==> config.mk <==
export PLATFORM = sky130hd
export DESIGN_NAME = mem_pwr_ctrl
export DESIGN_NICKNAME = d
export VERILOG_FILES = /design/src/rtl/mpc_pkg.sv /design/src/rtl/mpc_target.sv /design/src/rtl/mpc_seq.sv /design/src/rtl/mem_pwr_ctrl.sv
export SDC_FILE = /design/constraint.sdc
export NUM_CORES = 1
export LEC_CHECK = 0
export ABC_CLOCK_PERIOD_IN_PS = 4400
export BUFFER_PORTS_ARGS = -buffer_cell sky130_fd_sc_hd__buf_2
export CORE_ASPECT_RATIO = 0.9
export CORE_MARGIN = 2
export CORE_UTILIZATION = 40
export DETAILED_ROUTE_END_ITERATION = 16
export GPL_ROUTABILITY_DRIVEN = 0
export PLACE_DENSITY = 0.66
export SETUP_SLACK_MARGIN = 0.5
export SYNTH_ARGS = -nofsm -noshare
export SYNTH_HDL_FRONTEND = slang
export SYNTH_SLANG_ARGS = --single-unit
export TNS_END_PERCENT = 20
==> constraint.sdc <==
create_clock -name clk -period 4.4 [get_ports clk]
set_input_delay 0.22 -clock clk [delete_from_list [all_inputs] [get_ports clk]]
set_output_delay 0.22 -clock clk [all_outputs]
set_load 0.01 [all_outputs]
==> src/rtl/mpc_pkg.sv <==
package mpc_pkg;

    localparam int CFG_W   = 2;
    localparam int STATE_W = 3;
    localparam int MODE_W  = 2;

    typedef enum logic [STATE_W-1:0] {
        SYS_NORMAL    = 3'd0,
        SYS_IDLE      = 3'd1,
        SYS_DIDLE_ON  = 3'd2,
        SYS_DIDLE_OFF = 3'd3,
        SYS_STOP      = 3'd4,
        SYS_DSTOP     = 3'd5,
        SYS_SLEEP     = 3'd6,
        SYS_RSVD      = 3'd7
    } sys_state_e;

    typedef enum logic [MODE_W-1:0] {
        MODE_RUN  = 2'd0,
        MODE_STBY = 2'd1,
        MODE_RET  = 2'd2,
        MODE_PD   = 2'd3
    } mem_mode_e;

    typedef struct packed {
        logic cs;
        logic peri;
        logic core;
    } pwr_en_t;

    localparam pwr_en_t EN_STBY = '{cs: 1'b0, peri: 1'b1, core: 1'b1};

    // Decode a programmed target field; retention falls back when absent.
    function automatic mem_mode_e cfg_to_mode(input logic [CFG_W-1:0] cfg,
                                              input logic ret_ok);
        case (cfg)
            2'b01:   return ret_ok ? MODE_RET : MODE_STBY;
            2'b10:   return MODE_PD;
            default: return MODE_STBY;
        endcase
    endfunction

    function automatic pwr_en_t mode_to_en(input mem_mode_e m);
        case (m)
            MODE_RUN:  return '{cs: 1'b1, peri: 1'b1, core: 1'b1};
            MODE_STBY: return '{cs: 1'b0, peri: 1'b1, core: 1'b1};
            MODE_RET:  return '{cs: 1'b0, peri: 1'b0, core: 1'b1};
            default:   return '{cs: 1'b0, peri: 1'b0, core: 1'b0};
        endcase
    endfunction

    function automatic mem_mode_e en_to_mode(input pwr_en_t e);
        if (e.cs)        return MODE_RUN;
        else if (e.peri) return MODE_STBY;
        else if (e.core) return MODE_RET;
        else             return MODE_PD;
    endfunction

endpackage

==> src/rtl/mpc_target.sv <==
module mpc_target
    import mpc_pkg::*;
#(
    parameter bit RET_OK = 1'b1
) (
    input  logic             clk,
    input  logic             rst,
    input  sys_state_e       state_i,
    input  logic             acc_req_i,
    input  logic [CFG_W-1:0] dip_cfg_i,
    input  logic [CFG_W-1:0] stop_cfg_i,
    output mem_mode_e        tgt_o
);

    mem_mode_e norm_q;
    mem_mode_e norm_now;

    assign norm_now = acc_req_i ? MODE_RUN : MODE_STBY;

    // Mode last chosen in normal state, frozen while idling.
    always_ff @(posedge clk) begin
        if (rst)
            norm_q <= MODE_STBY;
        else if (state_i == SYS_NORMAL)
            norm_q <= norm_now;
    end

    always_comb begin
        case (state_i)
            SYS_NORMAL:              tgt_o = norm_now;
            SYS_IDLE, SYS_DIDLE_ON:  tgt_o = norm_q;
            SYS_DIDLE_OFF:           tgt_o = cfg_to_mode(dip_cfg_i, RET_OK);
            SYS_STOP, SYS_DSTOP:     tgt_o = cfg_to_mode(stop_cfg_i, RET_OK);
            default:                 tgt_o = MODE_PD;
        endcase
    end

endmodule

==> src/rtl/mpc_seq.sv <==
module mpc_seq
    import mpc_pkg::*;
(
    input  logic      clk,
    input  logic      rst,
    input  mem_mode_e tgt_i,
    output pwr_en_t   en_o,
    output mem_mode_e mode_o,
    output logic      blocked_o
);

    pwr_en_t en_q;
    pwr_en_t want;

    assign want = mode_to_en(tgt_i);

    // One enable moves per clock: lowering cs->peri->core, raising core->peri->cs.
    always_ff @(posedge clk) begin
        if (rst)
            en_q <= EN_STBY;
        else if (en_q.cs && !want.cs)
            en_q.cs <= 1'b0;
        else if (en_q.peri && !want.peri)
            en_q.peri <= 1'b0;
        else if (en_q.core && !want.core)
            en_q.core <= 1'b0;
        else if (!en_q.core && want.core)
            en_q.core <= 1'b1;
        else if (!en_q.peri && want.peri)
            en_q.peri <= 1'b1;
        else if (!en_q.cs && want.cs)
            en_q.cs <= 1'b1;
    end

    assign en_o      = en_q;
    assign mode_o    = en_to_mode(en_q);
    assign blocked_o = !en_q.peri;

    p_cs_needs_peri_r12: assert property (@(posedge clk) disable iff (rst)
        en_q.cs |-> en_q.peri);

    p_peri_needs_core_r12: assert property (@(posedge clk) disable iff (rst)
        en_q.peri |-> en_q.core);

    p_single_step_r8: assert property (@(posedge clk) disable iff (rst)
        $countones(3'(en_q) ^ 3'($past(en_q))) <= 1);

endmodule

==> src/rtl/mem_pwr_ctrl.sv <==
module mem_pwr_ctrl
    import mpc_pkg::*;
#(
    parameter logic [1:0] RET_CAP = 2'b01
) (
    input  logic             clk,
    input  logic             rst,
    input  logic [2:0]       sys_state_i,
    input  logic             acc_req_i,
    input  logic [1:0]       dip_cfg_i,
    input  logic [1:0]       stop_cfg_i,
    output logic             ram_cs_o,
    output logic             ram_peri_en_o,
    output logic             ram_core_en_o,
    output logic [1:0]       ram_mode_o,
    output logic             ram_blocked_o,
    output logic             rom_cs_o,
    output logic             rom_peri_en_o,
    output logic             rom_core_en_o,
    output logic [1:0]       rom_mode_o,
    output logic             rom_blocked_o
);

    localparam int NUM_MEM = 2;

    sys_state_e state;
    assign state = sys_state_e'(sys_state_i);

    pwr_en_t   en   [NUM_MEM];
    mem_mode_e mode [NUM_MEM];
    logic [NUM_MEM-1:0] blk;

    for (genvar g = 0; g < NUM_MEM; g++) begin : g_mem
        mem_mode_e tgt;

        mpc_target #(.RET_OK(RET_CAP[g])) u_tgt (
            .clk        (clk),
            .rst        (rst),
            .state_i    (state),
            .acc_req_i  (acc_req_i),
            .dip_cfg_i  (dip_cfg_i),
            .stop_cfg_i (stop_cfg_i),
            .tgt_o      (tgt)
        );

        mpc_seq u_seq (
            .clk       (clk),
            .rst       (rst),
            .tgt_i     (tgt),
            .en_o      (en[g]),
            .mode_o    (mode[g]),
            .blocked_o (blk[g])
        );
    end

    assign ram_cs_o      = en[0].cs;
    assign ram_peri_en_o = en[0].peri;
    assign ram_core_en_o = en[0].core;
    assign ram_mode_o    = mode[0];
    assign ram_blocked_o = blk[0];
    assign rom_cs_o      = en[1].cs;
    assign rom_peri_en_o = en[1].peri;
    assign rom_core_en_o = en[1].core;
    assign rom_mode_o    = mode[1];
    assign rom_blocked_o = blk[1];

    // Count consecutive sleep cycles (saturating) for the sleep check.
    logic [1:0] sleep_cnt;
    always_ff @(posedge clk) begin
        if (rst || sys_state_i != 3'd6)
            sleep_cnt <= '0;
        else if (sleep_cnt != 2'd3)
            sleep_cnt <= sleep_cnt + 2'd1;
    end

    p_sleep_off_r6: assert property (@(posedge clk) disable iff (rst)
        (sleep_cnt == 2'd3) |-> (!ram_core_en_o && !rom_core_en_o));

    p_rom_no_ret_r7: assert property (@(posedge clk) disable iff (rst)
        (!rom_peri_en_o && rom_core_en_o) |=> (!rom_core_en_o || rom_peri_en_o));

    p_cs_blocked_r10: assert property (@(posedge clk) disable iff (rst)
        ram_cs_o |-> !ram_blocked_o);

endmodule

; ---- Word level (Yosys, flattened, before mapping)
; Index checks and enable logic that the tools add are counted.
; Widths: inputs -> output; s select.
[totals]
ff_bits = 8
ramBits = 0
wordCells = 102
input_bits = 10
output_inout_bits = 12
latch_bits = 0
mem_count = 0
romBits = 0
[classes]
n_mux = 27
shift = 0
n_eq_ne = 17
n_div = 0
addsub = 0
mul = 0
reduce_logical = 41
bitwise_logic = 10
n_lt_le_gt_ge = 0
[ops]
columns = operator, n
row1 = $pmux 3 s3, 2
row2 = $pmux 2 s4, 2
row3 = $mux 1, 15
row4 = $logic_and 1x1->1, 12
row5 = $logic_not 1->1, 12
row6 = $mux 2, 6
row7 = $not 1->1, 10
row8 = $reduce_and 5->1, 2
row9 = $eq 2x1->1 const B, 4
row10 = $eq 2x2->1 const B, 4
row11 = $ne 2x1->1 const B, 4
row12 = $pmux 2 s2, 2
row13 = $reduce_and 4->1, 2
row14 = $reduce_bool 2->1, 4
row15 = $reduce_or 2->1, 4
row16 = $eq 3x2->1 const B, 2
row17 = $eq 3x3->1 const B, 2
row18 = $reduce_and 3->1, 2
row19 = $logic_not 2->1, 2
row20 = $eq 3x1->1 const B, 1
row21 = $logic_not 3->1, 1

; ---- Logic depth before layout (Yosys ltp)
; Gate-level depths: netlist of run 1.
[logic_depth]
depth_word = 10
mapped_depth = 10
ltp_nobuf = 10

; ---- Cells and area by module
; From an unflattened synthesis of run 1, not the netlist that was laid out.
[hier_totals]
hier_cells = 89
hier_area_um2 = 711.9
[by_module_without_submodules]
columns = mod, n_inst, seq_area_each_um2, cells_each, area_per_inst_um2
row1 = mpc_seq, 2, 60.1, 29, 234.0
row2 = mpc_target (g_mem[0].u_tgt), 1, 20.0, 19, 148.9
row3 = mpc_target (g_mem[1].u_tgt), 1, 20.0, 12, 95.1

; ---- Least setup slack after synthesis of run 1
; No wires, ideal clock.
[synth_path]
path_kind = in2reg
start = input port sys_state_i[1]
end = register g_mem[0].u_seq.en_q (netlist bit g_mem[0].u_seq.en_o[0])
t_required_ps = 4281
setup_slack_ps = 2541
arrival_time_ps = 1739
setup_ps = 119
cell_stages = 9
n_path_buf = 1
path_cell_list = buf_6 > or4_4 > o21ai_2 > or2_1 > nand2_1 > ha_1 > nor2_1 > and3_1 > o21bai_1
[synth_between]
elab_chain_cells = 9
word_cells_on_any_way = 25
classes_between = eq/ne: 7 / mux: 3 / bitwise: 2 / reduce/logical: 13
[synth_rtl]
columns = item, line
row1 = "start, declared", mem_pwr_ctrl.sv:8  ; input logic [2:0] sys_state_i,
row2 = $eq 3x3->1 (tied with other cells), --
row3 = "$reduce_or 2->1, on equally long branches", --
row4 = $pmux 2 s4 (*), mpc_target.sv:29  ; case (state_i)
row5 = $eq 2x2->1 (tied with other cells), mpc_pkg.sv:44  ; case (m)
row6 = $pmux 3 s3 (*), mpc_pkg.sv:44
row7 = "$logic_not 1->1, on equally long branches", "mpc_seq.sv:25, mpc_seq.sv:21, mpc_seq.sv:23"
row8 = "$logic_and 1x1->1, on equally long branches", "mpc_seq.sv:25, mpc_seq.sv:21, mpc_seq.sv:23"
row9 = $reduce_bool 2->1 (no line) / $not 1->1 (equally long branches), --
row10 = $reduce_and 3->1 (no line), --
row11 = "end, declared", mpc_seq.sv:12  ; pwr_en_t en_q;
; Mark *: on every way between the ends. The rest lies on a longest branch, timed or not.
; A chain may end at the register's enable or synchronous reset.

==> results.yml, run 1 <==
global_routing:
  grt_pass1_wl_um: 2260
  grt_max_degree: 11
  grt_pass1_vias: 564
  gr-total-overflow: 0
  grtUsageTotal_pct: 16.1
  antenna_found_initial: 0
synth:
  synthArstFlopShare_pct: 0
  synthFlopType: "dfxtp_1"
  synth_nets: 99
  synth-seq-area-share_pct: 22.3
  yosys-top-cells-count: "inv_1 (12), a21oi_1 (10), ha_1 (10)"
  post_synth.cell_area_avg_um2: 7.97
  synth_edf_count: 0
  synth.most_common_cell: "inv_1"
  yosysWarningCount: 0
  ys_ff_latch: 7
  synth_top_cell_by_area: "dfxtp_1"
  synthTopCellsByArea: "dfxtp_1 (22%), ha_1 (20%), a21oi_1 (8.0%)"
  synth_cells: 79
  yosysUniqueCellTypes: 30
  syn_area_um2: 629
  synth_top_area_share_pct: 22.3
power:
  internal_power_mw: 0.142
  seqPwrFrac_pct: 35.0
  p_switching_mw: 0.0777
  power_density_mw_per_mm2: 288
  p_sw_share_pct: 35.3
  clockPowerShare_pct: 26.8
  vdd_drop_max_mv: 0.109
  power_mw: 0.220
  comb_power_share_pct: 38.2
  leakage_nw: 0.402
timing:
  max_freq_mhz: 549
  final-setup-viol-count: 0
  min_period_ps: 1820
  finalHoldViolations: 0
  tightestPinTransition_ps: 365
  rsz0062_at_grt: "no"
  fin_tns_setup_ps: 0
  final.setup_skew_ps: 4.75
  finalMaxSlewViolations: 0
  max_slew_margin_pct: 75.0
  period_share_pct: 41.4
setup_path:
  startpoint: "g_mem[1].u_tgt.norm_q[0]"
  r2r-end: "g_mem[0].u_seq.en_o[0]"
  crit_path_max_incr_delay_ps: 360
  start_kind: "register"
  crit_chain: "or2b_2, o21ai_2, or2_1, nand2_1, ha_1, nor2_1, and3_1, o21bai_1"
  r2r_slack_ps: 2580
  cp.arrival_ps: 1970
  endpoint: "g_mem[0].u_seq.en_o[0]"
  r2r_cells: 8
  crit_fanout: 4
  worst-path-buf-inv: 0
  critPathSlowestCell: "dfxtp_1"
  critical_path_depth: 8
  crit_family: "simple AND/OR/NAND/NOR gates"
  path_class: "reg2reg"
  reg2reg_from: "g_mem[1].u_tgt.norm_q[0]"
  crit_required_ps: 4540
  cp-end-kind: "register"
clock_tree:
  root_buffer: "clkbuf_4"
  cts_buffers: 3
  clkSinkCount: 7
  cts_resized: 0
  ctsHtreeMaxLevel: 1
  clkTransAtPathRegs_ps: 60
  ctsHoldBuffers: 0
  clk_path_buf_depth: 2
  post-cts-setup-buffer-count: 0
  tritoncts: "done"
  clk-insertion-delay-late_ps: 250
floorplan:
  die_w_um: 45.8
  pin_count: 22
  fp.dieH_um: 41.6
  die_area_mm2: 0.00191
  fp-row-count: 13
  start_util_pct: 43.0
  coreArea_mm2: 0.00146
finish:
  n_antenna_cell: 0
  area_growth_pct: 21.5
  nets: 123
  final_core_utilization_pct: 52.2
  final_area_um2: 764
  fin_cells: 117
  layout-drive-gt1-share_pct: 28.4
placed_design:
  dp.cells: 113
  portBuffers: 21
  place_area_um2: 738
  dp_hpwl_um: 1090
routing:
  viasPerCell: 5.27
  postRouteAntennaNets: 0
  wl_per_cell_um: 11.2
  drcViolationCount: 0
  first_iter_violations: 9
  first_pass_iters: 3
  finalWirelength_um: 1310
  dr_total_vias: 617
hold_path:
  hold_path.startpoint: "rst"
  min_path_type: "in2reg"
job:
  drv_cap: 0
run_status:
  status: "finished, final reports clean"
==> worst min path at each step <==
stage / end / slack (ps) / depth (start not counted)
global placement: g_mem[1].u_tgt.norm_q[0] / 520 / 2
CTS: g_mem[0].u_seq.en_o[2] / 270 / 2
detailed placement: g_mem[1].u_tgt.norm_q[0] / 530 / 2
global route: g_mem[1].u_tgt.norm_q[0] / 310 / 3
floorplan: g_mem[1].u_tgt.norm_q[0] / 360 / 2
finish: g_mem[0].u_seq.en_o[2] / 280 / 2
==> metrics by stage <==
| step | hold slack (ps) | worst slack, ps |
|---|---|---|
| finish | 277 | 2580 |
| global route | 306 | 2450 |
| CTS | 273 | 2570 |
| detailed placement | 528 | 2410 |
| global placement | 516 | 2450 |
| floorplan | 358 | 2540 |
==> registers in the layout, summed over array words and instances, names as in the netlist <==
register and cells:
g_mem.u_seq.en_o 6, g_mem.u_tgt.norm_q 1
==> placed cells by master (no fill, tap or decap), types with 2 or more instances in the layout <==
master	Yosys	layout
nor3b_1	2	2
ha_1	10	10
nand2_1	4	4
inv_1	12	12
buf_2	0	21
a21oi_1	10	10
nor2_1	8	8
dfxtp_1	7	7
clkbuf_4	0	3
nor3_1	2	2
a211oi_1	2	2
nand2b_1	2	2
==> layer usage <==
metal  track usage [%]  up-vias  part of all wire [%]
met5                 0        -                     0
met4              10.3        0                   1.6
met3              3.91        2                   2.8
met2              24.2       13                    49
met1              19.8      282                    46
li1                  -      320                     -
==> final cells by class <==
cell class | instances | area (um2)
well taps | 15 | 18.8
clock buffers | 4 | 26.3
flip-flops and latches | 7 | 140
fillers | 154 | 699
repair buffers | 21 | 105
inverters | 12 | 45.0
multi-input cells | 58 | 429
==> power by group through the flow <==
stage	sequential [mW]	combinational (mW)	clock [mW]
after global routing	0.0781	0.0953	0.0640
after global placement	0.0780	0.0826	0
final	0.0771	0.0840	0.0589
after floorplan	0.0794	0.0545	0
after detailed placement	0.0784	0.0846	0
after CTS	0.0771	0.0849	0.0612
==> kinds of logic after synthesis <==
family / after synthesis / synth area share (%)
flops: 7 / 22.3
buf+inv: 14 / 9.54
compound gates: 21 / 23.9
mux: 1 / 1.59
xor+xnor: 1 / 1.39
fa+ha+maj: 10 / 19.9
simple gates: 25 / 21.5
No activity file was read; power rests on OpenSTA's default activity.
==> run 2: changes to the inputs <==
--- a/config.mk
+++ b/config.mk
@@ -5,14 +5,15 @@
 export SDC_FILE = /design/constraint.sdc
 export NUM_CORES = 1
 export LEC_CHECK = 0
-export ABC_CLOCK_PERIOD_IN_PS = 4400
+export ABC_AREA = 1
+export ABC_CLOCK_PERIOD_IN_PS = 1620
 export BUFFER_PORTS_ARGS = -buffer_cell sky130_fd_sc_hd__buf_2
 export CORE_ASPECT_RATIO = 0.9
 export CORE_MARGIN = 2
 export CORE_UTILIZATION = 40
 export DETAILED_ROUTE_END_ITERATION = 16
 export GPL_ROUTABILITY_DRIVEN = 0
-export PLACE_DENSITY = 0.66
+export PLACE_DENSITY = 0.69
 export SETUP_SLACK_MARGIN = 0.5
 export SYNTH_ARGS = -nofsm -noshare
 export SYNTH_HDL_FRONTEND = slang
==> constraint.sdc (replaced) <==
create_clock -name clk -period 1.62 [get_ports clk]
set_input_delay 0.081 -clock clk [delete_from_list [all_inputs] [get_ports clk]]
set_output_delay 0.081 -clock clk [all_outputs]
set_load 0.01 [all_outputs]
==> run 2 against run 1 <==
Setup slack worse by 2500 ps. Critical endpoint unchanged. Die area rose by 1.6%. Synthesized cell count increased by 19%. Final cell count up 22%. Flip-flop and latch count did not move.
==> results.yml, run 2 <==
run_status:
  status: "finished, final reports clean"
synth:
  synth-seq-area-share_pct: 21.9
  synth_top_cell_by_area: "dfxtp_1"
  synthArstFlopShare_pct: 0
  ys_ff_latch: 7
  synth.most_common_cell: "inv_1"
  synthFlopType: "dfxtp_1"
  synth_top_area_share_pct: 21.9
  syn_area_um2: 641
  post_synth.cell_area_avg_um2: 6.82
  synth_cells: 94
  synthTopCellsByArea: "dfxtp_1 (22%), ha_1 (20%), inv_1 (14%)"
  yosysUniqueCellTypes: 18
  yosysWarningCount: 0
  synth_edf_count: 0
  synth_nets: 114
  yosys-top-cells-count: "inv_1 (24), nand2_1 (12), ha_1 (10)"
routing:
  finalWirelength_um: 1390
  viasPerCell: 4.70
  first_pass_iters: 4
  wl_per_cell_um: 9.73
  drcViolationCount: 0
  first_iter_violations: 9
  dr_total_vias: 672
  postRouteAntennaNets: 0
global_routing:
  antenna_found_initial: 0
  grtUsageTotal_pct: 16.8
  grt_pass1_vias: 600
  grt_max_degree: 7
  gr-total-overflow: 0
  grt_pass1_wl_um: 2460
timing:
  fin_tns_setup_ps: 0
  rsz0062_at_grt: "yes"
  finalMaxSlewViolations: 0
  final.setup_skew_ps: 0.205
  max_slew_margin_pct: 84.7
  hold_ws_ps: 33.6
  finalHoldViolations: 0
  max_freq_mhz: 670
  min_period_ps: 1490
  final-setup-viol-count: 0
  tightestPinTransition_ps: 227
  period_share_pct: 92.1
setup_path:
  start_kind: "register"
  cp.arrival_ps: 1630
  path_class: "reg2reg"
  crit_required_ps: 1750
  crit_fanout: 2
  cp-end-kind: "register"
floorplan:
  fp-row-count: 13
  start_util_pct: 43.3
  die_area_mm2: 0.00194
  die_w_um: 46.2
  fp.dieH_um: 42.0
  pin_count: 22
  coreArea_mm2: 0.00148
clock_tree:
  clkSinkCount: 7
  root_buffer: "clkbuf_4"
  tritoncts: "done"
  cts_buffers: 3
  clkTransAtPathRegs_ps: 50
  ctsHoldBuffers: 0
  clk_path_buf_depth: 2
  clk-insertion-delay-late_ps: 250
  ctsHtreeMaxLevel: 1
power:
  power_density_mw_per_mm2: 995
  vdd_drop_max_mv: 0.544
  leakage_nw: 0.514
finish:
  final_area_um2: 848
  mostFrequentLayoutCell: "inv_1"
  fin_cells: 143
  n_antenna_cell: 0
  layout-drive-gt1-share_pct: 33.9
  mostFrequentLayoutCells: "inv_1 (23), buf_2 (21), nand2_1 (12)"
  regArea_um2: 140
  final_core_utilization_pct: 57.3
  nets: 142
  multi_input_area_um2: 440
  largest_reg_flops: 6
  area_growth_pct: 32.4
  fill_cells: 148
placed_design:
  dp_hpwl_um: 1110
  portBuffers: 21
  dp.cells: 138
  place_area_um2: 781
hold_path:
  min_path_type: "in2reg"
job:
  drv_cap: 0
==> run 2: layout make-up <==
type	instances	share of cell area (%)
sequential	7	16.5
tap	22	3.24
clock buffer	4	3.10
inverter	25	11.1
timing repair buffer	23	14.2
multi-input combinational	62	51.9
==> run 2: power breakdown <==
part	internal, mW	switching, mW
clock	0.0938	0.0616
combinational	0.196	0.245
sequential	0.205	0.0424
==> run 2: cell families (layout without fill, tap and decap cells) <==
group | Yosys count | count (layout) | synth area share [%]
AND/OR/NAND/NOR | 41 | 41 | 34.8
buffers and inverters | 25 | 52 | 14.6
AO/OA/AOI/OAI | 11 | 11 | 9.18
adder cells (fa/ha/maj) | 10 | 10 | 19.5
flip-flops | 7 | 7 | 21.9
==> run 2: final timing paths <==
check,cells past startpoint,end,start,slack [ps]
max,12,g_mem[0].u_seq.en_o[0],g_mem[1].u_tgt.norm_q[0],130
min,2,g_mem[1].u_seq.en_o[2],rst,30
max reg2reg,12,g_mem[0].u_seq.en_o[0],g_mem[1].u_tgt.norm_q[0],130
min reg2reg,2,g_mem[1].u_tgt.norm_q[0],g_mem[1].u_tgt.norm_q[0],470
==> run 2: stage by stage <==
| step | total power, mW | worst slack (ps) |
|---|---|---|
| CTS | 0.833 | 145 |
| finish | 0.844 | 127 |
| global route | 0.937 | -0.267 |
| global placement | 0.631 | 40.5 |
| detailed placement | 0.640 | 5.21 |
| floorplan | 0.504 | 182 |
==> run 2: timing repair <==
item                                    in CTS  in global routing
setup buffers                                0                  1
gates resized for setup                      4                  3
gates cloned                                 0                  0
endpoints found under the setup margin       5                  8
pin swaps                                    2                  0
==> run 2: per-layer routing <==
| layer | wire length (um) | track usage, % | up-vias |
|---|---|---|---|
| li1 | - | - | 352 |
| met1 | 623 | 22.8 | 304 |
| met2 | 702 | 25.8 | 14 |
| met3 | 51 | 5.22 | 2 |
| met4 | 13 | 3.43 | 0 |
| met5 | 0 | 0 | - |
==> run 2: worst max-delay path, stage by stage (launching register included) <==
cell	delay (ps)
dfxtp_1	320
inv_1	40
nor2_1	90
nand3_1	120
nand2_2	90
nor2_2	50
nor2_2	120
inv_2	60
ha_4	220
nor2_4	100
nand2_1	60
nand2_1	50
nand3_1	60
